`src/rtl/eth_defer_target.sv`:
```
module eth_defer_target #(
   parameter int unsigned GAP_W      = 7,
   parameter int unsigned FD_OFFSET  = 3,
   parameter int unsigned HD_OFFSET  = 6,
   parameter bit          HD_SUPPORT = 1'b1,
   localparam int unsigned CNT_W     = GAP_W + 1
) (
   input  logic             full_duplex,
   input  logic             back_to_back,
   input  logic [GAP_W-1:0] gap_b2b,
   input  logic [GAP_W-1:0] gap_win1,
   input  logic [GAP_W-1:0] gap_win2,
   output logic [CNT_W-1:0] target,
   output logic [CNT_W-1:0] win1_lim,
   output logic             split_mode
);
   logic fd_eff;

   generate
      if (HD_SUPPORT) begin : g_hd
         assign fd_eff = full_duplex;
      end else begin : g_fd_only
         assign fd_eff = 1'b1;
      end
   endgenerate

   assign split_mode = !fd_eff && !back_to_back;
   assign win1_lim   = {1'b0, gap_win1};

   always_comb begin
      if (fd_eff)
         target = {1'b0, gap_b2b} + CNT_W'(FD_OFFSET);
      else if (back_to_back)
         target = {1'b0, gap_b2b} + CNT_W'(HD_OFFSET);
      else
         target = {1'b0, gap_win2} + CNT_W'(HD_OFFSET);
   end
endmodule

```
`src/rtl/eth_defer_timer.sv`:
```
module eth_defer_timer #(
   parameter int unsigned CNT_W = 8
) (
   input  logic             clk,
   input  logic             rst_n,
   input  logic             nib_tick,
   input  logic             carrier,
   input  logic             tx_done,
   input  logic             split_mode,
   input  logic [CNT_W-1:0] win1_lim,
   output logic [CNT_W-1:0] cnt_q,
   output logic             defer_q
);
   localparam logic [CNT_W-1:0] CNT_MAX = '1;

   always_ff @(posedge clk) begin
      if (!rst_n) begin
         cnt_q   <= '0;
         defer_q <= 1'b0;
      end else if (tx_done) begin
         cnt_q   <= '0;
         defer_q <= 1'b0;
      end else if (defer_q) begin
         cnt_q <= '0;
         if (!carrier || !split_mode) defer_q <= 1'b0;
      end else if (split_mode && carrier && (cnt_q < win1_lim)) begin
         cnt_q   <= '0;
         defer_q <= 1'b1;
      end else if (nib_tick && (cnt_q != CNT_MAX)) begin
         cnt_q <= cnt_q + 1'b1;
      end
   end
endmodule

```
`src/rtl/eth_defer_permit.sv`:
```
module eth_defer_permit #(
   parameter int unsigned CNT_W = 8
) (
   input  logic             clk,
   input  logic             rst_n,
   input  logic             tx_req,
   input  logic             tx_done,
   input  logic             defer_q,
   input  logic [CNT_W-1:0] cnt_q,
   input  logic [CNT_W-1:0] target,
   output logic             tx_permit
);
   logic armed_q;

   assign tx_permit = armed_q && tx_req && !defer_q && (cnt_q >= target);

   always_ff @(posedge clk) begin
      if (!rst_n)          armed_q <= 1'b1;
      else if (tx_done)    armed_q <= 1'b1;
      else if (tx_permit)  armed_q <= 1'b0;
   end
endmodule

```
`src/rtl/eth_tx_defer.sv`:
```
module eth_tx_defer #(
   parameter int unsigned GAP_W      = 7,
   parameter int unsigned FD_OFFSET  = 3,
   parameter int unsigned HD_OFFSET  = 6,
   parameter bit          HD_SUPPORT = 1'b1
) (
   input  logic             clk,
   input  logic             rst_n,
   input  logic             nib_tick,
   input  logic             carrier,
   input  logic             tx_req,
   input  logic             tx_done,
   input  logic             back_to_back,
   input  logic             full_duplex,
   input  logic [GAP_W-1:0] gap_b2b,
   input  logic [GAP_W-1:0] gap_win1,
   input  logic [GAP_W-1:0] gap_win2,
   output logic             tx_permit
);
   localparam int unsigned CNT_W = GAP_W + 1;

   generate
      if (GAP_W < 2) begin : g_bad_w
         $error("GAP_W must be at least 2");
      end
      if (FD_OFFSET >= (1 << GAP_W) || HD_OFFSET >= (1 << GAP_W)) begin : g_bad_off
         $error("gap offsets must fit in a gap field");
      end
   endgenerate

   logic [CNT_W-1:0] target, win1_lim, cnt_q;
   logic             split_mode, defer_q;

   eth_defer_target #(
      .GAP_W(GAP_W), .FD_OFFSET(FD_OFFSET), .HD_OFFSET(HD_OFFSET), .HD_SUPPORT(HD_SUPPORT)
   ) target_i (
      .full_duplex(full_duplex), .back_to_back(back_to_back),
      .gap_b2b(gap_b2b), .gap_win1(gap_win1), .gap_win2(gap_win2),
      .target(target), .win1_lim(win1_lim), .split_mode(split_mode)
   );

   eth_defer_timer #(.CNT_W(CNT_W)) timer_i (
      .clk(clk), .rst_n(rst_n), .nib_tick(nib_tick), .carrier(carrier),
      .tx_done(tx_done), .split_mode(split_mode), .win1_lim(win1_lim),
      .cnt_q(cnt_q), .defer_q(defer_q)
   );

   eth_defer_permit #(.CNT_W(CNT_W)) permit_i (
      .clk(clk), .rst_n(rst_n), .tx_req(tx_req), .tx_done(tx_done),
      .defer_q(defer_q), .cnt_q(cnt_q), .target(target), .tx_permit(tx_permit)
   );
endmodule

```
`config.mk`:
```
export PLATFORM = sky130hd
export DESIGN_NAME = eth_tx_defer
export DESIGN_NICKNAME = d
export VERILOG_FILES = /design/src/rtl/eth_defer_target.sv /design/src/rtl/eth_defer_timer.sv /design/src/rtl/eth_defer_permit.sv /design/src/rtl/eth_tx_defer.sv
export SDC_FILE = /design/constraint.sdc
export NUM_CORES = 1
export LEC_CHECK = 0
export CORE_ASPECT_RATIO = 0.5
export CORE_MARGIN = 1
export CORE_UTILIZATION = 30
export DETAILED_ROUTE_END_ITERATION = 10
export DONT_BUFFER_PORTS = 1
export PLACE_DENSITY = 0.48
export SLEW_MARGIN = 20
export SYNTH_ARGS = -nofsm -noshare
export SYNTH_HDL_FRONTEND = slang
export SYNTH_SLANG_ARGS = --single-unit
```
`constraint.sdc`:
```
create_clock -name clk -period 3.9 [get_ports clk]
set_input_delay 0.195 -clock clk [delete_from_list [all_inputs] [get_ports clk]]
set_output_delay 0.195 -clock clk [all_outputs]
set_load 0.02 [all_outputs]
```
==> results of run 1 <==
==> critical path: cells and delay by family <==
family,cells,cell delay [ps]
compound gates,6,1020
fa+ha+maj,2,540
buf+inv,1,90
mux,1,240
simple gates,1,250
==> worst paths after layout <==
| path | slack, ps | depth (start not counted) | end |
|---|---|---|---|
| worst max-delay path | 1350 | 11 | tx_permit |
| worst min-delay path | 110 | 1 | timer_i.defer_q |
| worst max register to register | 2120 | 5 | timer_i.cnt_q[6] |
| worst min register to register | 500 | 2 | permit_i.armed_q |
==> layer usage <==
layer,vias up,routed length [um],part of all wire (%),global-route usage (%)
met4,0,19,0.65,3.69
met1,502,1490,51,19.5
met2,21,1250,43,25.1
met5,-,0,0,0
li1,577,-,-,-
met3,2,143,4.9,2.70
==> logic make-up after synthesis <==
group / Yosys count
xor gates and xnor gates: 11
muxes: 8
and+or+nand+nor: 51
DFF: 10
adders and majority gates: 17
AOI/OAI and AO/OA: 39
buffers and inverters: 19
==> state kept, by name, summed over array words and instances, names as in the netlist <==
| signal | cells |
|---|---|
| timer_i.defer_q | 1 |
| permit_i.armed_q | 1 |
| timer_i.cnt_q | 8 |
==> cell usage after synthesis, types with 2 or more instances <==
master,instances
a211oi_1,2
nand3_1,3
xnor2_1,9
nand4_1,5
a211o_1,3
nand2b_1,3
nand3b_1,2
nor3_2,2
xor2_1,2
nor4_1,2
o31ai_1,2
ha_1,17
mux2i_1,7
a21oi_1,7
o211ai_1,2
nor2_1,6
nand2_1,9
dfxtp_1,10
inv_1,14
buf_6,2
nor3_1,8
o21ai_0,8
a31oi_1,4
and3_1,2
nor2b_1,4
==> layout make-up <==
class,instances,area share (%)
Multi-Input combinational cell,126,73.1
Sequential cell,10,14.9
Tap cell,54,5.03
Inverter,14,3.91
Clock buffer,3,3.07
==> power breakdown <==
part,internal (mW),switching [mW],leakage [nW]
Sequential,0.103,0.000816,0.0808
Clock,0.0676,0.0402,0.0216
Combinational,0.0335,0.0347,0.462
==> through the flow <==
stage | cells | util [%]
floorplan | 155 | -
global placement | 204 | 32.7
detailed placement | 204 | 32.7
CTS | 207 | 33.7
global route | 207 | 33.7
finish | 207 | 33.7
==> results_dict.tcl, run 1 <==
set metrics [dict create \
    initial_core_util_pct 31.9 \
    clk_latency_ps 230 \
    required_ps 3700 \
    io_pins 30 \
    drv_cap 0 \
    slowest_stage "a211o_1" \
    cp_slowest_stage_delay_ps 290 \
    finalInstanceArea_um2 1340 \
    grt_first_pass_wirelength_um 4910 \
    filler_cell_count 431 \
    status "complete, no violations" \
    grt_pass1_vias 1041 \
    gp_congestion 0.763 \
    syn2layout_area_growth_pct 5.81 \
    placed_area_um2 1300 \
    yosys.area_share.adder_pct 16.7 \
    synth_cells 155 \
    final_common_cell "ha_1" \
    post_cts_buffers 0 \
    grt_start_max_net_pins 18 \
    synthFlopType "dfxtp_1" \
    finalCritPeriodShare_pct 65.3 \
    fp.coreArea_um2 3980 \
    multi_input_area_um2 982 \
    wl_per_cell_um 14.0 \
    tightest_slew_ps 442 \
    tns_ps 0 \
    max_freq_mhz 393 \
    drc 0 \
    cp.arrival_ps 2350 \
    holdWs_ps 105 \
    ant_nets 0 \
    preCtsSetupSlack_ps 1320 \
    seqCellArea_um2 200 \
    die_w_um 94.0 \
    critical_path_class "in -> out" \
    syn_area_per_cell_um2 8.19 \
    rr_startpoint "timer_i.cnt_q[6]" \
    cts_buffer_depth 2 \
    irDropWorstVdd_mv 0.0730 \
    drive_above_1_share_pct 6.54 \
    grtUsageTotal_pct 14.6 \
    synth_area_leader_cell "ha_1" \
    die_area_um2 4510 \
    portBuffers 0 \
    cp_cell_sequence "mux2i_1, ha_1, inv_1, a311oi_1, a21oi_1, o2bb2ai_1, ha_1, a211o_1, a21oi_1, o31ai_1, and3_1" \
    finalWorstSetupSlack_ps 1350 \
    postCtsHoldBufs 0 \
    synth_compound_area_share_pct 23.3 \
    post-dp-hpwl_um 2380 \
    antenna_found_initial 0 \
    synth_top_area_share_pct 16.7 \
    cp-startpoint "back_to_back" \
    final_cell_mix "ha_1 (17), inv_1 (14), dfxtp_1 (10)" \
    synthesis.area_um2 1270 \
    synth_xor_area_share_pct 7.59 \
    synth_simple_gate_area_share_pct 23.0 \
    synth_mux_area_share_pct 6.70 \
    ys_ff_latch 10 \
    cts_buffers 3 \
    grt_remaining_overflow 0 \
    vias 1102 \
    diodes 0 \
    cts_resized 0 \
    cts_max_level 1 \
    slew_headroom_pct 70.2 \
    path_max_fanout 10 \
    synth_nets 201 \
    tritoncts "done" \
    ys_types 45 \
    clock_sink_count 10 \
    min_from "carrier" \
    dr.pass1.iters 4 \
    cp-end-kind "output pin" \
    finClkSkew_ps 5.31 \
    synth_warnings 0 \
    hold_viol 0 \
    synth.area.top_cells "ha_1 (17%), dfxtp_1 (16%), xnor2_1 (6.2%)" \
    drt_wl_total_um 2900 \
    setup_violations 0 \
    drv_slew 0 \
    die_height_um 48.0 \
    clk_pin_slew_ps 50 \
    cts_root_buf "clkbuf_8" \
    placementRows 16 \
    total_power_mw 0.280 \
    synth_top_family_by_area "compound AO/OA/AOI/OAI gates" \
    synth-edff-count 0 \
    seq_area_frac_synth_pct 15.8 \
    hold_class "in -> reg" \
    rsz0062_at_grt "false" \
    nNetsFinal 201 \
    critPathLaunchType "input pin" \
    synth-async-reset-ratio_pct 0 \
    power.density_nw_per_um2 208 \
    min_period_ps 2550 \
    drt_iter0_drc 47 \
    leakage_nw 0.564 \
    via_per_inst 5.32 \
]
No activity file was read; power rests on OpenSTA's default activity.
==> run 2: changes to the inputs <==
- ABC_AREA: default -> 1
- clock period: 3.9 -> 2.5 ns (I/O delays scaled with it)
==> run 2 against run 1 <==
Against the previous run: die area up 0.96%; final area up 3.2%; sequential power up 57%; sequential cell count unchanged; critical endpoint unchanged.
==> results_dict.tcl, run 2 <==
set metrics [dict create \
    seq_area_frac_synth_pct 15.6 \
    die_area_um2 4560 \
    die_w_um 94.5 \
    clkPwrFrac_pct 36.9 \
    synth_top_area_share_pct 16.6 \
    p_seq_share_pct 37.0 \
    power.density_nw_per_um2 318 \
    drt_wl_total_um 2820 \
    max_freq_mhz 497 \
    min_from "rst_n" \
    drc 0 \
    synth_common_cells "nand2_1 (56), inv_1 (36), nor2_1 (32), ha_1 (17), nand3_1 (11)" \
    gp_congestion 0.776 \
    synth_warnings 0 \
    drv_slew 0 \
    clock_sink_count 10 \
    status "complete, no violations" \
    crit_top_cell "nand2_1" \
    synth-async-reset-ratio_pct 0 \
    filler_cell_count 449 \
    min_path_cells 3 \
    reg2reg_slack_ps 940 \
    wl_per_cell_um 10.5 \
    internal-power_mw 0.311 \
    slowest_stage "nor3_1" \
    tritoncts "done" \
    fin_cells 269 \
    post_cts_buffers 0 \
    setup_violations 0 \
    synth_area_leader_cell "ha_1" \
    cts_root_buf "clkbuf_8" \
    drt_iter0_drc 29 \
    final_cell_mix "nand2_1 (56), inv_1 (36), nor2_1 (32)" \
    cp.arrival_ps 1890 \
    dp_cells 265 \
    clk_latency_ps 230 \
    dr.pass1.iters 4 \
    synth-edff-count 0 \
    cts_max_level 1 \
    grt_start_max_net_pins 14 \
    grt_remaining_overflow 0 \
    grt_first_pass_wirelength_um 4500 \
    cts_buffers 3 \
    cts_buffer_depth 2 \
    die_height_um 48.2 \
    hold_viol 0 \
    syn_area_per_cell_um2 6.02 \
    drive_above_1_share_pct 7.44 \
    synth_cells 213 \
    drv_cap 0 \
    largest_reg_flops 8 \
    switching_share_pct 29.3 \
    grt_pass1_vias 1027 \
    ant_nets 0 \
    nNetsFinal 263 \
    min_period_ps 2010 \
    hold_class "in -> reg" \
    r2r-end "timer_i.cnt_q[0]" \
    io_pins 30 \
    leakage_nw 0.731 \
    holdPathEnd "permit_i.armed_q" \
    top_regs "timer_i.cnt_q: 8 flops, permit_i.armed_q: 1 flops, timer_i.defer_q: 1 flops" \
    r2r_cells 6 \
    required_ps 2380 \
    final_common_cell "nand2_1" \
    portBuffers 0 \
    via_per_inst 4.52 \
    vias 1216 \
    synth.area.top_cells "ha_1 (17%), nand2_1 (16%), dfxtp_1 (16%)" \
    yosys.cell_count.top_type "nand2_1" \
    clk_pin_slew_ps 50 \
    diodes 0 \
    antenna_found_initial 0 \
    initial_core_util_pct 32.0 \
    cp-startpoint "gap_b2b[0]" \
    slew_headroom_pct 78.8 \
    finalCritPeriodShare_pct 80.4 \
    cp-end-kind "output pin" \
    synth_nets 259 \
    post-dp-hpwl_um 2410 \
    post-route-util_pct 34.6 \
    syn2layout_area_growth_pct 8.10 \
    irDropWorstVdd_mv 0.138 \
    cp_slowest_stage_delay_ps 320 \
    regMostFlops "timer_i.cnt_q" \
    seqCellArea_um2 200 \
    finClkSkew_ps 2.72 \
    rr_startpoint "timer_i.cnt_q[5]" \
    rsz0062_at_grt "false" \
    p_sw_mw 0.129 \
    multi_input_area_um2 928 \
    path_max_fanout 4 \
    combPwrFrac_pct 26.1 \
    synthFlopType "dfxtp_1" \
    grtUsageTotal_pct 13.2 \
    fp.coreArea_um2 4000 \
    critPathLaunchType "input pin" \
    ys_types 27 \
    synthesis.area_um2 1280 \
    tns_ps 0 \
    cp_cell_sequence "inv_1, ha_1, nor3_1, nand2_1, nand2_1, nand3_1, nand2_1, nor2_1, ha_1, nand2_1, nor2_1, nand4_1, nand3_1, nand2_1, inv_1" \
    critical_path_class "in -> out" \
    placementRows 16 \
    ys_ff_latch 10 \
    tightest_slew_ps 315 \
]
-- run 2: logic make-up (layout without fill, tap and decap cells) --
group	after synthesis	after routing	share of synthesized area (%)
AND/OR/NAND/NOR	114	114	38.0
buffers and inverters	39	41	12.0
AO/OA/AOI/OAI	27	27	13.7
adder cells (fa/ha/maj)	17	17	16.6
flip-flops	10	10	15.6
XOR/XNOR	6	6	4.10
-- run 2: worst max path at each step --
stage	end	slack, ps	cells after the start
global placement	tx_permit	490	15
detailed placement	tx_permit	470	15
finish	tx_permit	490	15
floorplan	tx_permit	530	16
CTS	tx_permit	460	15
global route	tx_permit	220	15
-- run 2: area by class of cell --
cell class                 count  area share [%]
inverter                      37            10.0
multi-input combinational    164            67.0
timing repair buffer           1           0.722
tap                           54            4.87
sequential                    10            14.4
clock buffer                   3            2.98
-- run 2: per-stage QoR --
step	hold slack [ps]	setup slack [ps]	total power, mW	instance area (um2)
after global routing	92.6	223	0.480	1390
after CTS	62.1	458	0.450	1390
after global placement	244	491	0.279	1340
final	66.9	490	0.440	1390
after floorplan	235	530	0.264	1280
after detailed placement	244	469	0.280	1340
-- run 2: repair_timing --
action,4_1_cts,5_1_grt
gates resized for setup,0,0
hold buffers,1,0
endpoints found under the hold margin,1,0
-- run 2: power by group through the flow --
stage / combinational (mW) / sequential, mW / clock, mW
2_1_floorplan: 0.0984 / 0.165 / 0
3_3_place_gp: 0.113 / 0.166 / 0
3_5_place_dp: 0.114 / 0.166 / 0
4_1_cts: 0.116 / 0.163 / 0.171
5_1_grt: 0.135 / 0.163 / 0.182
6_report: 0.115 / 0.163 / 0.163
-- run 2: routing by layer --
metal | vias to the layer above | global-route usage, % | routed length (um)
li1 | 682 | - | -
met1 | 513 | 17.6 | 1490
met2 | 19 | 22.3 | 1170
met3 | 2 | 2.96 | 152
met4 | 0 | 3.64 | 13
met5 | - | 0 | 0
-- run 2: critical path: cells and delay by family --
kind | cells | cell delay [ps]
adder cells (fa/ha/maj) | 2 | 480
buffers and inverters | 2 | 170
AND/OR/NAND/NOR | 11 | 1110
==> run 3: changes to the inputs <==
- PLACE_DENSITY: 0.48 -> 0.49
- clock period: 2.5 -> 1.75 ns (I/O delays scaled with it)
==> run 3 against run 2 <==
Against the previous run: register-to-register slack worse by 700 ps; non-clock buffer count up 6; critical path depth is 1 higher; via count increased by 4.9%; clock skew is 2.0 ps higher; combinational power grew 83%; final cell count grew 2.6%; clock power rose by 80%; hold slack got worse by 36 ps; wire length increased by 5.9%; first-iteration DRC count is 24% higher; die area did not move; critical path type unchanged.
==> results_dict.tcl, run 3 (synthesis results as in run 2) <==
set metrics [dict create \
    status "complete, no violations" \
    grt_start_max_net_pins 14 \
    drive_above_1_share_pct 18.0 \
    nNetsFinal 269 \
    cts_max_level 1 \
    finalCritPeriodShare_pct 98.2 \
    clock_sink_count 10 \
    largest_reg_flops 8 \
    fin_cells 276 \
    path_max_fanout 4 \
    drt_wl_total_um 2980 \
    drv_slew 0 \
    drt_iter0_drc 36 \
    die_w_um 94.5 \
    hold_class "in -> reg" \
    vias 1276 \
    critical_path_class "in -> out" \
    slew_headroom_pct 76.7 \
    top_regs "timer_i.cnt_q: 8 flops, permit_i.armed_q: 1 flops, timer_i.defer_q: 1 flops" \
    clk_pin_slew_ps 50 \
    reg2reg_slack_ps 240 \
    io_pins 30 \
    rsz0062_at_grt "true" \
    final_cell_mix "nand2_1 (53), nor2_1 (31), inv_1 (30)" \
    tritoncts "done" \
    diodes 0 \
    final_common_cell "nand2_1" \
    critPathLaunchType "input pin" \
    cts_buffer_depth 2 \
    grt_pass1_vias 1071 \
    irDropWorstVdd_mv 0.269 \
    die_area_um2 4560 \
    cts_buffers 3 \
    post-dp-hpwl_um 2380 \
    syn2layout_area_growth_pct 23.4 \
    setup_violations 0 \
    holdPathEnd "timer_i.defer_q" \
    p_seq_share_pct 31.5 \
    regMostFlops "timer_i.cnt_q" \
    initial_core_util_pct 32.0 \
    post-route-util_pct 39.5 \
    tightest_slew_ps 346 \
    finClkSkew_ps 4.73 \
    clkPwrFrac_pct 39.8 \
    wl_per_cell_um 10.8 \
    power.density_nw_per_um2 465 \
    dr.pass1.iters 4 \
    p_sw_mw 0.215 \
    max_freq_mhz 582 \
    die_height_um 48.2 \
    antenna_found_initial 0 \
    clk_latency_ps 240 \
    cp.arrival_ps 1630 \
    grt_remaining_overflow 0 \
    drc 0 \
    total_power_mw 0.737 \
    placementRows 16 \
    rr_startpoint "timer_i.cnt_q[1]" \
    required_ps 1660 \
    r2r_cells 9 \
    r2r-end "timer_i.cnt_q[7]" \
    hold_viol 0 \
    internal-power_mw 0.521 \
    min_path_cells 3 \
    min_period_ps 1720 \
    cts_root_buf "clkbuf_8" \
    leakage_nw 0.779 \
    drv_cap 0 \
    ant_nets 0 \
    grtUsageTotal_pct 14.5 \
    min_from "back_to_back" \
    grt_first_pass_wirelength_um 4900 \
    via_per_inst 4.62 \
    cp-startpoint "gap_b2b[2]" \
    switching_share_pct 29.2 \
    cp-end-kind "output pin" \
    dp_cells 271 \
    portBuffers 0 \
    fp.coreArea_um2 4000 \
    holdWs_ps 30.6 \
    combPwrFrac_pct 28.7 \
    gp_congestion 0.776 \
]
==> run 3: cell type report <==
cell class              count  area (um2)
well taps                  54        67.6
clock buffers               4        55.1
flip-flops and latches     10         200
inverters                  37         168
repair buffers              7        55.1
multi-input cells         164        1040
fillers                   437        2420
==> run 3: worst max-delay path by stage <==
stage,endpoint
floorplan,permit_i.armed_q
global placement,permit_i.armed_q
detailed placement,permit_i.armed_q
CTS,tx_permit
global route,tx_permit
finish,tx_permit
==> run 3: routing by layer <==
metal | vias up | wire length (um) | track usage [%]
met1 | 559 | 1520 | 19.3
met4 | 0 | 19 | 4.55
met3 | 2 | 107 | 3.58
met5 | - | 0 | 0
met2 | 21 | 1340 | 23.9
li1 | 694 | - | -
==> run 3: repair_timing <==
action	in CTS	in global routing
setup endpoints to repair	1	1
hold endpoints to repair	1	0
buffers inserted	0	0
hold buffers	1	0
gates resized for setup	7	19
pin swaps	5	13
==> run 3: power groups by stage <==
| stage | Combinational [mW] | Sequential (mW) | Clock, mW |
|---|---|---|---|
| 6_report | 0.211 | 0.232 | 0.293 |
| 5_1_grt | 0.242 | 0.232 | 0.320 |
| 4_1_cts | 0.195 | 0.232 | 0.303 |
| 3_3_place_gp | 0.184 | 0.237 | 0 |
| 2_1_floorplan | 0.157 | 0.236 | 0 |
| 3_5_place_dp | 0.183 | 0.237 | 0 |
==> run 3: through the flow <==
step / instance area, um2 / TNS, ps / setup slack [ps]
final: 1580 / 0 / 31.6
after global placement: 1430 / -219 / -123
after detailed placement: 1430 / -254 / -144
after global routing: 1580 / -88.8 / -88.8
after CTS: 1530 / 0 / 15.2
after floorplan: 1340 / -13.2 / -13.2
==> run 3: worst max-delay path, stage by stage <==
cell     delay (ps)
inv_6            10
nand2_4          50
o21ai_4          60
ha_4            170
nor2_4          130
nand2_1          60
nand2_1          60
nand3_1          60
and2_4          160
ha_4            270
nand2_4          50
nor2_4          100
nand4_1          90
nand3_1         100
nand2_1          80
inv_2           110
